### config.mk
export PLATFORM = sky130hd
export DESIGN_NAME = atrous_fir
export DESIGN_NICKNAME = d
export VERILOG_FILES = /design/src/rtl/atrous_pkg.sv /design/src/rtl/atrous_delay_line.sv /design/src/rtl/atrous_tap_select.sv /design/src/rtl/atrous_mac.sv /design/src/rtl/atrous_fir.sv
export SDC_FILE = /design/constraint.sdc
export NUM_CORES = 2
export LEC_CHECK = 0
export CAP_MARGIN = 10
export CORE_ASPECT_RATIO = 0.5
export CORE_UTILIZATION = 65
export CTS_BUF_LIST = sky130_fd_sc_hd__clkbuf_8 sky130_fd_sc_hd__clkbuf_16
export CTS_CLUSTER_SIZE = 28
export DETAILED_ROUTE_END_ITERATION = 10
export PLACE_DENSITY = 0.87
export SETUP_SLACK_MARGIN = 0.4
export SKIP_LAST_GASP = 1
export SLEW_MARGIN = 20
export SYNTH_ARGS = -nofsm -noshare
export SYNTH_HDL_FRONTEND = slang
export SYNTH_SLANG_ARGS = --single-unit
### constraint.sdc
create_clock -name clk -period 8.5 [get_ports clk]
set_clock_uncertainty 0.1 [all_clocks]
set_input_delay 1.7 -clock clk [delete_from_list [all_inputs] [get_ports clk]]
set_output_delay 1.7 -clock clk [all_outputs]
set_load 0.005 [all_outputs]
### src/rtl/atrous_pkg.sv
// Shared types for the strided-tap wavelet line filter.
// Assumes nothing beyond the parameter defaults of the modules that import it.
package atrous_pkg;

    // Per-line settings captured with the first sample of a line.
    typedef struct packed {
        logic [1:0] level;   // 0: spacing 1, 1: spacing 2, 2/3: spacing 4
        logic       band;    // 0 low-pass, 1 high-pass
        logic       mirror;  // 1 reverses the coefficient order
    } atrous_cfg_t;

endpackage

### src/rtl/atrous_delay_line.sv
// Sample shift chain. On each accepted sample the newest register loads the
// input. When the sample starts a line, every older register is cleared;
// otherwise each older register takes its neighbour's value.
// Assumes in_valid qualifies in_sample and line_start.
module atrous_delay_line #(
    parameter int DATA_W = 16,
    parameter int DEPTH  = 13
) (
    input  logic                     clk,
    input  logic                     rst_n,
    input  logic                     in_valid,
    input  logic                     line_start,
    input  logic signed [DATA_W-1:0] in_sample,
    output logic signed [DATA_W-1:0] chain [DEPTH]
);

    // Shift, clear or hold the chain.
    always_ff @(posedge clk) begin
        if (!rst_n) begin
            for (int i = 0; i < DEPTH; i++) chain[i] <= '0;
        end else if (in_valid) begin
            chain[0] <= in_sample;
            for (int i = 1; i < DEPTH; i++)
                chain[i] <= line_start ? '0 : chain[i-1];
        end
    end

endmodule

### src/rtl/atrous_tap_select.sv
// Picks four taps from the chain at a spacing of 2**level and supplies the
// matching coefficient set, reversed when mirror is set. Level codes at or
// above NLEVELS-1 use the widest spacing. The high-pass set is derived from
// the low-pass set by quadrature mirroring.
module atrous_tap_select
    import atrous_pkg::*;
#(
    parameter int DATA_W  = 16,
    parameter int COEF_W  = 16,
    parameter int NTAPS   = 4,
    parameter int NLEVELS = 3,
    parameter int DEPTH   = (NTAPS - 1) * (1 << (NLEVELS - 1)) + 1,
    parameter logic signed [COEF_W-1:0] LP_COEF [NTAPS] = '{16'sd7913, 16'sd13705, 16'sd3672, -16'sd2120}
) (
    input  logic signed [DATA_W-1:0] chain [DEPTH],
    input  atrous_cfg_t              cfg,
    output logic signed [DATA_W-1:0] taps  [NTAPS],
    output logic signed [COEF_W-1:0] coefs [NTAPS]
);

    logic signed [COEF_W-1:0] hp_coef [NTAPS];

    genvar k;
    generate
        for (k = 0; k < NTAPS; k++) begin : g_tap
            // High-pass coefficient k: alternate sign of reversed low-pass.
            if (k % 2 == 0) begin : g_even
                assign hp_coef[k] = LP_COEF[NTAPS-1-k];
            end else begin : g_odd
                assign hp_coef[k] = -LP_COEF[NTAPS-1-k];
            end

            // Tap k sits k*2**level registers behind the newest sample.
            always_comb begin
                taps[k] = chain[k << (NLEVELS - 1)];
                for (int l = 0; l < NLEVELS - 1; l++)
                    if (int'(cfg.level) == l) taps[k] = chain[k << l];
            end

            // Coefficient for tap k: band choice, then optional reversal.
            always_comb begin
                if (cfg.mirror)
                    coefs[k] = cfg.band ? hp_coef[NTAPS-1-k] : LP_COEF[NTAPS-1-k];
                else
                    coefs[k] = cfg.band ? hp_coef[k] : LP_COEF[k];
            end
        end
    endgenerate

endmodule

### src/rtl/atrous_mac.sv
// Two-stage multiply-add. Stage one registers the four products. Stage two
// sums them at full width, rounds half up at bit FRAC-1, clips to DATA_W and
// registers the result, which is held while no valid result arrives.
module atrous_mac #(
    parameter int DATA_W = 16,
    parameter int COEF_W = 16,
    parameter int NTAPS  = 4,
    parameter int FRAC   = 14
) (
    input  logic                     clk,
    input  logic                     rst_n,
    input  logic                     in_v,
    input  logic signed [DATA_W-1:0] taps  [NTAPS],
    input  logic signed [COEF_W-1:0] coefs [NTAPS],
    output logic                     out_valid,
    output logic signed [DATA_W-1:0] out_data
);

    localparam int PROD_W = DATA_W + COEF_W;
    localparam int ACC_W  = PROD_W + $clog2(NTAPS);
    localparam logic signed [ACC_W-1:0] HALF  = ACC_W'(1) <<< (FRAC - 1);
    localparam logic signed [ACC_W-1:0] MAXV  = ACC_W'((1 << (DATA_W - 1)) - 1);
    localparam logic signed [ACC_W-1:0] MINV  = -(ACC_W'(1) <<< (DATA_W - 1));

    logic signed [PROD_W-1:0] prod_q [NTAPS];
    logic                     prod_v;
    logic signed [ACC_W-1:0]  acc;
    logic signed [ACC_W-1:0]  rnd;
    logic signed [DATA_W-1:0] clip;

    // Register the products and their valid flag.
    always_ff @(posedge clk) begin
        if (!rst_n) begin
            prod_v <= 1'b0;
            for (int k = 0; k < NTAPS; k++) prod_q[k] <= '0;
        end else begin
            prod_v <= in_v;
            for (int k = 0; k < NTAPS; k++) prod_q[k] <= taps[k] * coefs[k];
        end
    end

    // Sum at full width, round, and clip.
    always_comb begin
        acc = '0;
        for (int k = 0; k < NTAPS; k++) acc = acc + ACC_W'(prod_q[k]);
        rnd = (acc + HALF) >>> FRAC;
        if (rnd > MAXV)      clip = MAXV[DATA_W-1:0];
        else if (rnd < MINV) clip = MINV[DATA_W-1:0];
        else                 clip = rnd[DATA_W-1:0];
    end

    // Register the result; hold the data word between results.
    always_ff @(posedge clk) begin
        if (!rst_n) begin
            out_valid <= 1'b0;
            out_data  <= '0;
        end else begin
            out_valid <= prod_v;
            if (prod_v) out_data <= clip;
        end
    end

endmodule

### src/rtl/atrous_fir.sv
// Top of the strided-tap wavelet line filter. It captures the per-line
// settings with the first sample, feeds the shift chain, selects taps and
// coefficients, and runs the two-stage multiply-add. Latency is three edges.
// Assumes line_start is only meaningful together with in_valid.
module atrous_fir
    import atrous_pkg::*;
#(
    parameter int DATA_W  = 16,
    parameter int COEF_W  = 16,
    parameter int NTAPS   = 4,
    parameter int NLEVELS = 3,
    parameter int FRAC    = 14,
    parameter logic signed [COEF_W-1:0] LP_COEF [NTAPS] = '{16'sd7913, 16'sd13705, 16'sd3672, -16'sd2120}
) (
    input  logic                     clk,
    input  logic                     rst_n,
    input  logic                     in_valid,
    input  logic                     line_start,
    input  logic signed [DATA_W-1:0] in_sample,
    input  logic [1:0]               level_sel,
    input  logic                     band_sel,
    input  logic                     mirror_sel,
    output logic                     out_valid,
    output logic signed [DATA_W-1:0] out_data
);

    localparam int DEPTH = (NTAPS - 1) * (1 << (NLEVELS - 1)) + 1;

    atrous_cfg_t              cfg_q;
    logic                     chain_v;
    logic signed [DATA_W-1:0] chain [DEPTH];
    logic signed [DATA_W-1:0] taps  [NTAPS];
    logic signed [COEF_W-1:0] coefs [NTAPS];

    // Capture the settings with the first sample of a line; track valid.
    always_ff @(posedge clk) begin
        if (!rst_n) begin
            cfg_q   <= '0;
            chain_v <= 1'b0;
        end else begin
            chain_v <= in_valid;
            if (in_valid && line_start)
                cfg_q <= '{level: level_sel, band: band_sel, mirror: mirror_sel};
        end
    end

    atrous_delay_line #(.DATA_W(DATA_W), .DEPTH(DEPTH)) u_chain (
        .clk        (clk),
        .rst_n      (rst_n),
        .in_valid   (in_valid),
        .line_start (line_start),
        .in_sample  (in_sample),
        .chain      (chain)
    );

    atrous_tap_select #(
        .DATA_W (DATA_W), .COEF_W (COEF_W), .NTAPS (NTAPS),
        .NLEVELS(NLEVELS), .DEPTH (DEPTH), .LP_COEF(LP_COEF)
    ) u_sel (
        .chain (chain),
        .cfg   (cfg_q),
        .taps  (taps),
        .coefs (coefs)
    );

    atrous_mac #(.DATA_W(DATA_W), .COEF_W(COEF_W), .NTAPS(NTAPS), .FRAC(FRAC)) u_mac (
        .clk       (clk),
        .rst_n     (rst_n),
        .in_v      (chain_v),
        .taps      (taps),
        .coefs     (coefs),
        .out_valid (out_valid),
        .out_data  (out_data)
    );

endmodule

==> results.tsv <==
stage	metric	value	unit
outcome	run status	complete, no violations	
routing	length of the first detailed-routing pass in iterations	5	
yosys	area share of the largest cell type after synthesis	0.407	
setup_path	kind of critical path	reg2reg	
yosys	count of state elements after synthesis	359	
min_path	end point of the worst hold path	u_mac.prod_v	
sta	minimum clock period after layout	7860	ps
global_routing	number of antenna violations at the first check in global routing	1	
routing	average wire per cell in the routed design	20.5	um
cts	CTS tree	built	
floorplan	Starting Density	0.662	
yosys	mean area per synthesized cell	9.74	um2
yosys	instance count of the mapped netlist	5003	
floorplan	die height	196	um
cells_and_area	most common cell after layout, fill and taps aside	inv_1	
setup_path	most used cell, CP	fa_1	
global_routing	first-pass GRT wire length	199	mm
setup_path	family with the most delay on the worst path	adder cells	
setup_path	longest individual stage delay on the worst path	660	ps
global_routing	vias in the first global route	37400	
cells_and_area	fraction of final layout cells sized beyond drive strength 1	0.0380	
cts	CTS sink count	359	
place	hpwl dp	103	mm
floorplan	full die area	0.0761	mm2
setup_path	reg-to-reg endpoint	u_mac.prod_q[3][29]	
yosys	Main synth FF type	dfxtp_1	
place	number of input and output port buffers inserted	40	
yosys	Netlist Area Pre-Place	0.0487	mm2
pwr	maximum vdd drop	0.000206	V
pwr	power density cells	164	mW/mm2
yosys	Synth Area in Compound Gates	0.0562	
yosys	xor/xnor cell area share of the yosys netlist	0.0252	
cts	clk slew on worst S/H paths	60	ps
setup_path	WP buf/inv	6	
sta	Setup-failing EPs final	0	
setup_path	type of element capturing the critical path	flip-flop	
pwr	leakage power	27.6	nW
setup_path	r2r setup slk	640	ps
yosys	post-synthesis async set-or-reset flop share	0	
yosys	dominant combinational cell family by area after synthesis	adder cells	
cts	Clock Root Buffer	clkbuf_16	
sta	total negative slack for setup checks	0	ps
place	cell count after placement	5933	
floorplan	number of rows created at floorplan	70	
cells_and_area	synthesis-to-finish area growth	5.82	%
cells_and_area	most frequent cells in the layout	inv_1, fa_1, nor2_1	
cts	maximum level of the CTS H-tree	2	
sta	measured slew at the worst slew-check pin	1130	ps
sta	unrepaired setup endpoints after global routing	true	
cells_and_area	net count reported at finish	6428	
setup_path	cell breakdown of the critical path	buf_4, mux2i_1, o21ai_0, nand2b_1, inv_1, fa_1, fa_1, inv_1, fa_1, inv_1, fa_1, fa_1, inv_1, fa_1, inv_1, ha_1, and3_1, nand4_1, o211ai_1, a31o_2, a41oi_1, or4b_2, nand3_1	
global_routing	residual overflow from global routing	0	
setup_path	launch instance of the worst register-to-register path	cfg_q[2]	
yosys	Post-Synth Adder-Cell Area	0.513	
setup_path	worst-path maximum fanout	22	
cts	clk_lat worst skew	570	ps
yosys	Net Count, Synth	6430	
min_path	Hold Path Depth	1	
place	global placer's final weighted congestion	0.992	
routing	1st-iter DRT viols	2680	
cells_and_area	final cell count without fillers	5999	
sta	headroom to the max-slew limit	0.248	
cts	CTS max path bufs	3	
routing	DRC violation count after routing	0	
setup_path	number of cell instances on the worst register-to-register path	23	
yosys	area share of and/or/nand/nor cells after synthesis	0.0995	
yosys	cell taking the most area after synthesis	fa_1	
setup_path	WP data arrival	8270	ps
yosys	sequential element share of the synthesized area	0.147	
yosys	mux contribution to synthesized area	0.0536	
yosys	count of yosys warnings during synthesis	0	
cts	CTS Buf Count	36	
global_routing	largest net degree at the start of global routing	102	
yosys	number of different library cells in the post-synthesis netlist	70	
yosys	number of enable-type register cells in the synthesized netlist	0	
routing	Vias	34000	
sta	number of hold violations in the final report	0	
setup_path	required time at the worst-slack endpoint	8910	ps
global_routing	total routing resource utilization after global routing	0.340	
routing	Total Wirelength	123	mm
flow_run	# Max-Cap Violations	0	
sta	final worst-path cycle share	0.925	
setup_path	CP Launch Type	flip-flop	
sta	Fmax achieved	0.127	GHz
floorplan	horizontal die dimension	389	um
floorplan	number of top-level pins	41	
sta	Pins Over Slew Limit	0	
routing	via/cell ratio	5.67	
setup_path	Worst path slowest cell	or4b_2	
routing	Routed Antenna Nets	0	
min_path	critical hold path startpoint	chain_v	
min_path	class of the most critical hold timing path	reg2reg	
floorplan	core box area	0.0736	mm2
yosys	largest cells by area after synthesis	fa_1, dfxtp_1, ha_1	
[where the power goes]
| part | switching (mW) | internal [mW] |
|---|---|---|
| clock network | 0.736 | 0.959 |
| logic | 2.89 | 1.87 |
| registers | 0.204 | 1.82 |
| total | 3.83 | 4.64 |
[routing by layer]
metal	up-vias	wire length, um	track usage	share of wire
li1	15100	-	-	-
met3	218	11700	0.0736	0.095
met5	-	0	0	0
met2	1243	57200	0.555	0.47
met4	0	3470	0.0924	0.028
met1	17400	50400	0.461	0.41
[area by class of cell]
class / instances / area (um2)
multi-input cells: 3282 / 36500
clock buffers: 42 / 983
repair buffers: 93 / 815
fillers: 5291 / 22000
clock inverters: 21 / 245
well taps: 972 / 1220
diodes: 1 / 2.50
inverters: 1229 / 4620
flip-flops and latches: 359 / 7190
[worst max path at each step]
stage	start	to	slack [ps]	cells after the start
3_5_place_dp	cfg_q[3]	u_mac.prod_q[3][29]	470	19
6_report	cfg_q[2]	u_mac.prod_q[3][29]	640	23
4_1_cts	cfg_q[3]	u_mac.prod_q[3][29]	440	19
5_1_grt	cfg_q[0]	u_mac.prod_q[0][28]	330	26
3_3_place_gp	cfg_q[0]	u_mac.prod_q[0][30]	550	25
2_1_floorplan	cfg_q[2]	u_mac.prod_q[2][30]	990	29
[synthesized netlist by cell type, drive strengths merged, types with 57 or more instances]
cell type  instances
a21oi            141
and2              78
clkbuf           109
dfxtp            359
fa               991
ha               412
inv             1229
mux2i            260
nand2            238
nand2b            57
nor2             445
nor2b             80
o21ai             83
xnor2             96
[flip-flops by register name, summed over array words and instances, names as in the netlist]
name and cells:
u_chain.chain 208, u_mac.prod_q 128, u_mac.out_data 16, cfg_q 4, chain_v 1, u_mac.out_valid 1
u_mac.prod_v 1
[what timing repair did]
action | in CTS | in global routing
gates resized for setup | 0 | 15
hold buffers | 0 | 0
setup buffers | 0 | 2
setup endpoints to repair | 0 | 19
[metrics by stage]
step	hold slack [ps]	util	instance area (um2)	total power [mW]	setup slack, ps
6_report	352	0.701	51600	8.47	636
3_3_place_gp	329	0.683	50200	6.51	550
5_1_grt	388	0.701	51600	9.10	332
3_5_place_dp	338	0.683	50200	6.70	467
2_1_floorplan	312	-	48700	5.34	993
4_1_cts	356	0.700	51500	8.41	438
[cells by family after synthesis]
logic type / count (synthesis)
fa+ha+maj: 1403
simple gates: 1053
compound gates: 425
mux: 261
buf+inv: 1362
flops: 359
xor+xnor: 140
(Power assumes the default switching activity.)
